File: src/rtl/spi_port_pkg.sv
package spi_port_pkg;
  localparam int BYTE_W = 8;

  typedef enum logic [1:0] {
    ADDR_CTRL = 2'd0,
    ADDR_STAT = 2'd1,
    ADDR_DATA = 2'd2
  } reg_addr_e;

  typedef enum logic [3:0] {
    MODE_M_DIV_A = 4'd0,
    MODE_M_DIV_B = 4'd1,
    MODE_M_DIV_C = 4'd2,
    MODE_M_TIMER = 4'd3,
    MODE_S_GATED = 4'd4,
    MODE_S_FREE  = 4'd5
  } port_mode_e;

  localparam int CTRL_POL_BIT  = 4;
  localparam int CTRL_EN_BIT   = 5;
  localparam int CTRL_WCOL_BIT = 7;
  localparam int STAT_IRQ_BIT  = 1;
endpackage

File: src/rtl/spi_clkgen.sv
module spi_clkgen
  import spi_port_pkg::*;
#(
  parameter int DIV_A = 4,
  parameter int DIV_B = 16,
  parameter int DIV_C = 64
) (
  input  logic       clk,
  input  logic       rst_n,
  input  logic       run,
  input  logic [3:0] mode,
  input  logic       tmr_tick,
  output logic       tgl
);
  localparam int HALF_MAX = DIV_C / 2;
  localparam int CW       = (HALF_MAX > 1) ? $clog2(HALF_MAX) : 1;

  logic [CW-1:0] cnt;
  logic [CW-1:0] lim;
  logic          use_timer;

  always_comb begin
    case (mode)
      MODE_M_DIV_A: lim = CW'(DIV_A / 2 - 1);
      MODE_M_DIV_B: lim = CW'(DIV_B / 2 - 1);
      default:      lim = CW'(DIV_C / 2 - 1);
    endcase
  end

  assign use_timer = (mode == MODE_M_TIMER);

  always_ff @(posedge clk) begin
    if (!rst_n || !run || cnt == lim) cnt <= '0;
    else                              cnt <= cnt + 1'b1;
  end

  assign tgl = run && (use_timer ? tmr_tick : (cnt == lim));

  // Internal divisors never give two toggles on back-to-back cycles
  p_half_gap_r10: assert property (@(posedge clk) disable iff (!rst_n)
    (run && !use_timer && tgl && $stable(mode)) |=> !tgl);
endmodule

File: src/rtl/spi_shifter.sv
module spi_shifter #(
  parameter int DATA_W      = 8,
  parameter int SYNC_STAGES = 2
) (
  input  logic              clk,
  input  logic              rst_n,
  input  logic              en,
  input  logic              master,
  input  logic              ss_gate,
  input  logic              pol,
  input  logic              load,
  input  logic [DATA_W-1:0] load_data,
  input  logic              m_tgl,
  input  logic              sck_i,
  input  logic              sdi,
  input  logic              ss_n,
  output logic              sck_o,
  output logic              sdo,
  output logic              run,
  output logic              busy,
  output logic              done,
  output logic [DATA_W-1:0] rx_byte
);
  localparam int CNT_W = (DATA_W > 2) ? $clog2(DATA_W) : 1;
  localparam logic [CNT_W-1:0] LAST = CNT_W'(DATA_W - 1);

  logic [DATA_W-1:0]      sr;
  logic [CNT_W-1:0]       cnt;
  logic                   smp;
  logic                   sck_m;
  logic [SYNC_STAGES:0]   sck_pipe;
  logic [SYNC_STAGES-1:0] sdi_pipe;
  logic [SYNC_STAGES-1:0] ss_pipe;
  logic                   s_now, s_prev, s_lead, s_trail, ss_hi, ss_reset;
  logic                   lead, trail, sdi_x;

  always_ff @(posedge clk) begin
    if (!rst_n) begin
      sck_pipe <= '0;
      sdi_pipe <= '0;
      ss_pipe  <= '1;
    end else begin
      sck_pipe <= {sck_pipe[SYNC_STAGES-1:0], sck_i};
      sdi_pipe <= {sdi_pipe[SYNC_STAGES-2:0], sdi};
      ss_pipe  <= {ss_pipe[SYNC_STAGES-2:0], ss_n};
    end
  end

  assign s_now    = sck_pipe[SYNC_STAGES-1];
  assign s_prev   = sck_pipe[SYNC_STAGES];
  assign s_lead   = (s_now != pol) && (s_prev == pol);
  assign s_trail  = (s_now == pol) && (s_prev != pol);
  assign ss_hi    = ss_pipe[SYNC_STAGES-1];
  assign ss_reset = !master && ss_gate && ss_hi;

  assign lead  = master ? (m_tgl && sck_m == pol) : (s_lead && !ss_reset);
  assign trail = master ? (m_tgl && sck_m != pol) : (s_trail && !ss_reset);
  assign sdi_x = master ? sdi : sdi_pipe[SYNC_STAGES-1];

  always_ff @(posedge clk) begin
    if (!rst_n) begin
      sr    <= '0;
      cnt   <= '0;
      smp   <= 1'b0;
      run   <= 1'b0;
      done  <= 1'b0;
      sck_m <= 1'b0;
    end else if (!en) begin
      cnt   <= '0;
      run   <= 1'b0;
      done  <= 1'b0;
      sck_m <= pol;
    end else begin
      done <= 1'b0;
      if (load) begin
        sr    <= load_data;
        cnt   <= '0;
        run   <= master;
        sck_m <= pol;
      end else if (ss_reset) begin
        cnt <= '0;
      end else begin
        if (lead) smp <= sdi_x;
        if (trail) begin
          sr <= {sr[DATA_W-2:0], smp};
          if (cnt == LAST) begin
            cnt  <= '0;
            done <= 1'b1;
            run  <= 1'b0;
          end else begin
            cnt <= cnt + 1'b1;
          end
        end
        if (!run)       sck_m <= pol;
        else if (m_tgl) sck_m <= ~sck_m;
      end
    end
  end

  assign sck_o   = (en && master) ? sck_m : pol;
  assign sdo     = sr[DATA_W-1];
  assign busy    = run || (cnt != '0) || done;
  assign rx_byte = sr;

  // A completed byte leaves the counter at zero and the master stopped
  p_done_idle_r1: assert property (@(posedge clk) disable iff (!rst_n)
    done |-> (cnt == '0) && !run);

  // Deselected gated slave: count cleared, output bit frozen
  p_ss_hold_r8: assert property (@(posedge clk) disable iff (!rst_n)
    (en && ss_reset && !load) |=> (cnt == '0) && $stable(sdo));

  // Disabled port keeps SCK at the idle level
  p_idle_sck_r11: assert property (@(posedge clk) disable iff (!rst_n)
    !en |-> (sck_o == pol) && !run);
endmodule

File: src/rtl/spi_hostregs.sv
module spi_hostregs
  import spi_port_pkg::*;
(
  input  logic              clk,
  input  logic              rst_n,
  input  logic              bus_wr,
  input  logic              bus_rd,
  input  logic [1:0]        bus_addr,
  input  logic [BYTE_W-1:0] bus_wdata,
  input  logic              busy,
  input  logic              done,
  input  logic [BYTE_W-1:0] rx_byte,
  output logic [3:0]        mode,
  output logic              pol,
  output logic              en,
  output logic              load,
  output logic [BYTE_W-1:0] bus_rdata,
  output logic              irq
);
  logic              wcol, bf, irqf;
  logic [BYTE_W-1:0] dbuf;
  logic              wr_ctrl, wr_stat, wr_data, rd_data;

  assign wr_ctrl = bus_wr && (bus_addr == ADDR_CTRL);
  assign wr_stat = bus_wr && (bus_addr == ADDR_STAT);
  assign wr_data = bus_wr && (bus_addr == ADDR_DATA);
  assign rd_data = bus_rd && (bus_addr == ADDR_DATA);
  assign load    = wr_data && !busy;

  always_ff @(posedge clk) begin
    if (!rst_n) begin
      mode <= '0;
      pol  <= 1'b0;
      en   <= 1'b0;
      wcol <= 1'b0;
      bf   <= 1'b0;
      irqf <= 1'b0;
      dbuf <= '0;
    end else begin
      if (wr_ctrl) begin
        mode <= bus_wdata[3:0];
        pol  <= bus_wdata[CTRL_POL_BIT];
        en   <= bus_wdata[CTRL_EN_BIT];
      end
      if (wr_data && busy)  wcol <= 1'b1;
      else if (wr_ctrl)     wcol <= wcol && bus_wdata[CTRL_WCOL_BIT];

      if (done)             irqf <= 1'b1;
      else if (wr_stat)     irqf <= irqf && bus_wdata[STAT_IRQ_BIT];

      if (done)             bf <= 1'b1;
      else if (rd_data)     bf <= 1'b0;

      if (done)             dbuf <= rx_byte;
      else if (load)        dbuf <= bus_wdata;
    end
  end

  always_comb begin
    case (bus_addr)
      ADDR_CTRL: bus_rdata = {wcol, 1'b0, en, pol, mode};
      ADDR_STAT: bus_rdata = {5'b0, busy, irqf, bf};
      ADDR_DATA: bus_rdata = dbuf;
      default:   bus_rdata = '0;
    endcase
  end

  assign irq = irqf;

  p_done_flags_r3: assert property (@(posedge clk) disable iff (!rst_n)
    done |=> bf && irqf && (dbuf == $past(rx_byte)));

  p_bf_clear_r4: assert property (@(posedge clk) disable iff (!rst_n)
    (rd_data && !done) |=> !bf);

  p_collision_r5: assert property (@(posedge clk) disable iff (!rst_n)
    (wr_data && busy && !done) |=> wcol && $stable(dbuf));

  p_wcol_sticky_r6: assert property (@(posedge clk) disable iff (!rst_n)
    (wcol && !wr_ctrl) |=> wcol);

  p_irq_hold_r7: assert property (@(posedge clk) disable iff (!rst_n)
    (irqf && !wr_stat) |=> irqf);
endmodule

File: src/rtl/spi_port.sv
module spi_port
  import spi_port_pkg::*;
#(
  parameter int DIV_A       = 4,
  parameter int DIV_B       = 16,
  parameter int DIV_C       = 64,
  parameter int SYNC_STAGES = 2
) (
  input  logic              clk,
  input  logic              rst_n,
  input  logic              bus_wr,
  input  logic              bus_rd,
  input  logic [1:0]        bus_addr,
  input  logic [BYTE_W-1:0] bus_wdata,
  output logic [BYTE_W-1:0] bus_rdata,
  output logic              irq,
  input  logic              tmr_tick,
  output logic              sck_o,
  input  logic              sck_i,
  input  logic              sdi,
  output logic              sdo,
  input  logic              ss_n
);
  logic [3:0]        mode;
  logic              pol, en, load, master, ss_gate;
  logic              run, busy, done, m_tgl;
  logic [BYTE_W-1:0] rx_byte;

  assign master  = (mode <= MODE_M_TIMER);
  assign ss_gate = (mode == MODE_S_GATED);

  spi_hostregs u_regs (
    .clk(clk), .rst_n(rst_n),
    .bus_wr(bus_wr), .bus_rd(bus_rd), .bus_addr(bus_addr), .bus_wdata(bus_wdata),
    .busy(busy), .done(done), .rx_byte(rx_byte),
    .mode(mode), .pol(pol), .en(en), .load(load),
    .bus_rdata(bus_rdata), .irq(irq)
  );

  spi_clkgen #(.DIV_A(DIV_A), .DIV_B(DIV_B), .DIV_C(DIV_C)) u_clk (
    .clk(clk), .rst_n(rst_n), .run(run), .mode(mode),
    .tmr_tick(tmr_tick), .tgl(m_tgl)
  );

  spi_shifter #(.DATA_W(BYTE_W), .SYNC_STAGES(SYNC_STAGES)) u_shift (
    .clk(clk), .rst_n(rst_n), .en(en), .master(master), .ss_gate(ss_gate),
    .pol(pol), .load(load), .load_data(bus_wdata), .m_tgl(m_tgl),
    .sck_i(sck_i), .sdi(sdi), .ss_n(ss_n),
    .sck_o(sck_o), .sdo(sdo), .run(run), .busy(busy), .done(done),
    .rx_byte(rx_byte)
  );
endmodule

File: config.mk
export PLATFORM = sky130hd
export DESIGN_NAME = spi_port
export DESIGN_NICKNAME = d
export VERILOG_FILES = /design/src/rtl/spi_port_pkg.sv /design/src/rtl/spi_clkgen.sv /design/src/rtl/spi_shifter.sv /design/src/rtl/spi_hostregs.sv /design/src/rtl/spi_port.sv
export SDC_FILE = /design/constraint.sdc
export NUM_CORES = 1
export LEC_CHECK = 0
export BUFFER_PORTS_ARGS = -buffer_cell sky130_fd_sc_hd__clkbuf_2
export CAP_MARGIN = 20
export CELL_PAD_IN_SITES_DETAIL_PLACEMENT = 2
export CELL_PAD_IN_SITES_GLOBAL_PLACEMENT = 2
export CORE_AREA = 2 2 74 111
export DETAILED_ROUTE_END_ITERATION = 16
export DIE_AREA = 0 0 76 113
export PLACE_DENSITY_LB_ADDON = 0.1
export RECOVER_POWER = 25
export SETUP_SLACK_MARGIN = 0.02
export SLEW_MARGIN = 40
export SYNTH_ARGS = -nofsm -noshare
export SYNTH_HDL_FRONTEND = slang
export SYNTH_SLANG_ARGS = --single-unit
File: constraint.sdc
create_clock -name clk -period 1.72 [get_ports clk]
set_input_delay 0.344 -clock clk [delete_from_list [all_inputs] [get_ports clk]]
set_output_delay 0.344 -clock clk [all_outputs]
set_load 0.005 [all_outputs]
==> impl_metrics.yaml <==
global_route:
  overflow: 0
  antenna_found_initial: 0
  track_usage_pct: 21.94
  grt_max_degree: 27
  grt_pass1_vias: 2578
  grt_pass1_wl_um: 14460
sta:
  clock_skew_ns: 0.003309
  fin_ws_ns: -0.2285
  tightest_slew_ns: 0.4401
  max_slew_margin_pct: 70.53
  min_period_ns: 1.948
  hold_slack_ns: 0.2297
  rsz0062_at_grt: "true"
  finalCritPeriodShare_pct: 113.3
  hold_viol: 0
  fmax_mhz: 513.2
  setup_viol: 21
  drv_slew: 0
power:
  pwr_density_cell_nw_per_um2: 725.5
  ir_drop_mv: 0.6529
  power_mw: 2.564
  leakagePower_nw: 1.385
placement:
  io_buffer_count: 28
  dp_cells: 420
  hpwl_um: 6352
  gp_congestion: 0.8277
  pre_cts_slack_ns: -0.2988
layout:
  diodes: 0
  nNetsFinal: 370
  area_delta_synth_final_pct: 54.79
  layout_common_cells: "44 x buf_4, 38 x dfxtp_1, 28 x a21oi_1"
  mostFrequentLayoutCell: "buf_4"
  stdcell_count: 451
  fillers: 800
  drive_gt1_share_pct: 45.27
detailed_routing:
  wire_per_inst_um: 21.06
  drc: 0
  vias: 2370
  drt_pre_antenna_iters: 4
  drtIter0Drc: 124
  wl_um: 9496
  ant_nets: 0
  viasPerCell: 5.255
clock_network:
  cts_tree: "built"
  clkSinkCount: 44
  clkSlewWorstSetupHoldPaths_ns: 0.07
  cts_buffer_depth: 2
  clock_latency_ns: 0.30
  holdBufCountCts: 0
  cts_root_buf: "clkbuf_16"
  numCtsBuffers: 5
  htreeDepth: 2
worst_setup_path:
  cpMostUsedCell: "buf_6"
  path_cells: "or2_4 > buf_6 > buf_6 > o21ai_4 > o31ai_4 > clkbuf_2"
  ff2ff_setup_slack_ns: -0.22
  crit_slowest_cell: "dfxtp_4"
  required_ns: 1.38
  critPathArrivalTime_ns: 1.60
  end_kind: "output pin"
  crit_type: "reg2out"
  crit_fanout: 6
  cpPeakStageDelay_ns: 0.38
  startpoint_type: "flip-flop"
die:
  rows: 39
  die-area_sq_um: 8588
  die_h_um: 113
  io_pins: 29
  die_x_um: 76
  start_util_pct: 30.19
  coreArea_sq_um: 7564
synthesis:
  synth_seq_cells: 44
  synth_cells: 263
  async_flop_share_pct: 0
  netlist_area_sq_um: 2283
  synth_seq_area_share_pct: 38.58
  yosys_warnings: 0
  synth-edff-count: 0
  yosys.area.top_type: "dfxtp_1"
  syn_nets: 285
  avgSynthCellArea_sq_um: 8.682
  synth_top_area_share_pct: 38.58
  ys.flop_type: "dfxtp_1"
  ys_types: 48
  yosys-top-cells-area: "dfxtp_1 39%, a21oi_1 6.8%, nand2_1 5.1%"
hold_path:
  hp-class: "in2reg"
job:
  cap_violations: 0
run_status:
  violations: "setup timing"
  status: "complete, but fails checks"
## Yosys cell counts, drive strengths merged (2+ instances only)
| cell type | instances |
|---|---|
| nor3b | 2 |
| nand3 | 15 |
| a221o | 8 |
| nor2b | 2 |
| mux2i | 11 |
| nand3b | 2 |
| and2 | 6 |
| dfxtp | 44 |
| nor2 | 21 |
| nand4 | 2 |
| mux2 | 3 |
| a211oi | 3 |
| clkbuf | 8 |
| a21oi | 31 |
| nand2b | 3 |
| ha | 4 |
| nor4 | 3 |
| nor4b | 4 |
| nand2 | 31 |
| xnor2 | 2 |
| xor2 | 4 |
| nor3 | 2 |
| and3 | 3 |
| a22oi | 8 |
| inv | 6 |
| o21ai | 15 |
| buf | 6 |
## sequential cells by signal, summed over array words and instances (netlist names), 2 cells and up
register          flops
u_regs.dbuf           8
u_shift.rx_byte       8
u_clk.cnt             5
u_regs.mode           4
u_shift.cnt           3
u_shift.sck_pipe      3
u_shift.sdi_pipe      2
u_shift.ss_pipe       2
## metrics by stage
stage          area, sq um  util (%)  setup TNS, ns
3_5_place_dp          2908     38.45         -2.921
6_report              3535     46.73         -2.999
5_1_grt               3535     46.73         -4.504
4_1_cts               3338     44.14         -3.201
2_1_floorplan         2371         -        -0.3244
3_3_place_gp          2908     38.45         -2.200
## cell families after synthesis
kind of cell,Yosys count,share of synthesized area [%]
and+or+nand+nor,100,23.84
xor gates and xnor gates,6,2.301
AOI/OAI and AO/OA,74,22.30
adders and majority gates,4,2.192
buffers and inverters,21,4.493
DFF,44,38.58
muxes,14,6.301
## timing repair
item / in CTS / in global routing
gates cloned: 0 / 0
gates resized for setup: 39 / 35
pin swaps: 22 / 36
setup buffers: 14 / 13
setup endpoints to repair: 26 / 26
## final timing paths
kind,from,end,cells past startpoint
max,u_regs.mode[2]$_SDFFE_PN0P_,sck_o,6
min,ss_n,u_shift.ss_pipe[0]$_SDFF_PN1_,2
max reg2reg,u_regs.mode[3]$_SDFFE_PN0P_,u_shift.rx_byte[6]$_SDFFE_PN0P_,6
min reg2reg,u_shift.ss_pipe[0]$_SDFF_PN1_,u_shift.ss_pipe[1]$_SDFF_PN1_,1
## worst max-delay path: cells and delay by family (launching register included)
family          cells  cell delay, ns
compound gates      2            0.24
buf+inv             3            0.38
flops               1            0.38
simple gates        1            0.29
## report_power, final
part	internal, mW	switching (mW)
Clock	0.691	0.456
Combinational	0.167	0.179
Sequential	1.04	0.0306
Total	1.90	0.666
## metal layers
| metal | track usage [%] | routed length (um) | vias up |
|---|---|---|---|
| li1 | - | - | 1126 |
| met1 | 23.77 | 3690 | 1205 |
| met2 | 42.68 | 5417 | 29 |
| met3 | 3.190 | 164 | 10 |
| met4 | 8.242 | 223 | 0 |
| met5 | 0 | 0 | - |
## area by class of cell
type	instances	area, sq um	area share [%]
multi-input cells	198	1607	45.45
repair buffers	92	704.4	19.93
flip-flops and latches	44	898.4	25.42
well taps	102	127.6	3.611
inverters	7	26.28	0.7434
clock buffers	5	125.1	3.540
clock inverters	3	46.29	1.310
Power figures use the tool's default switching activity.
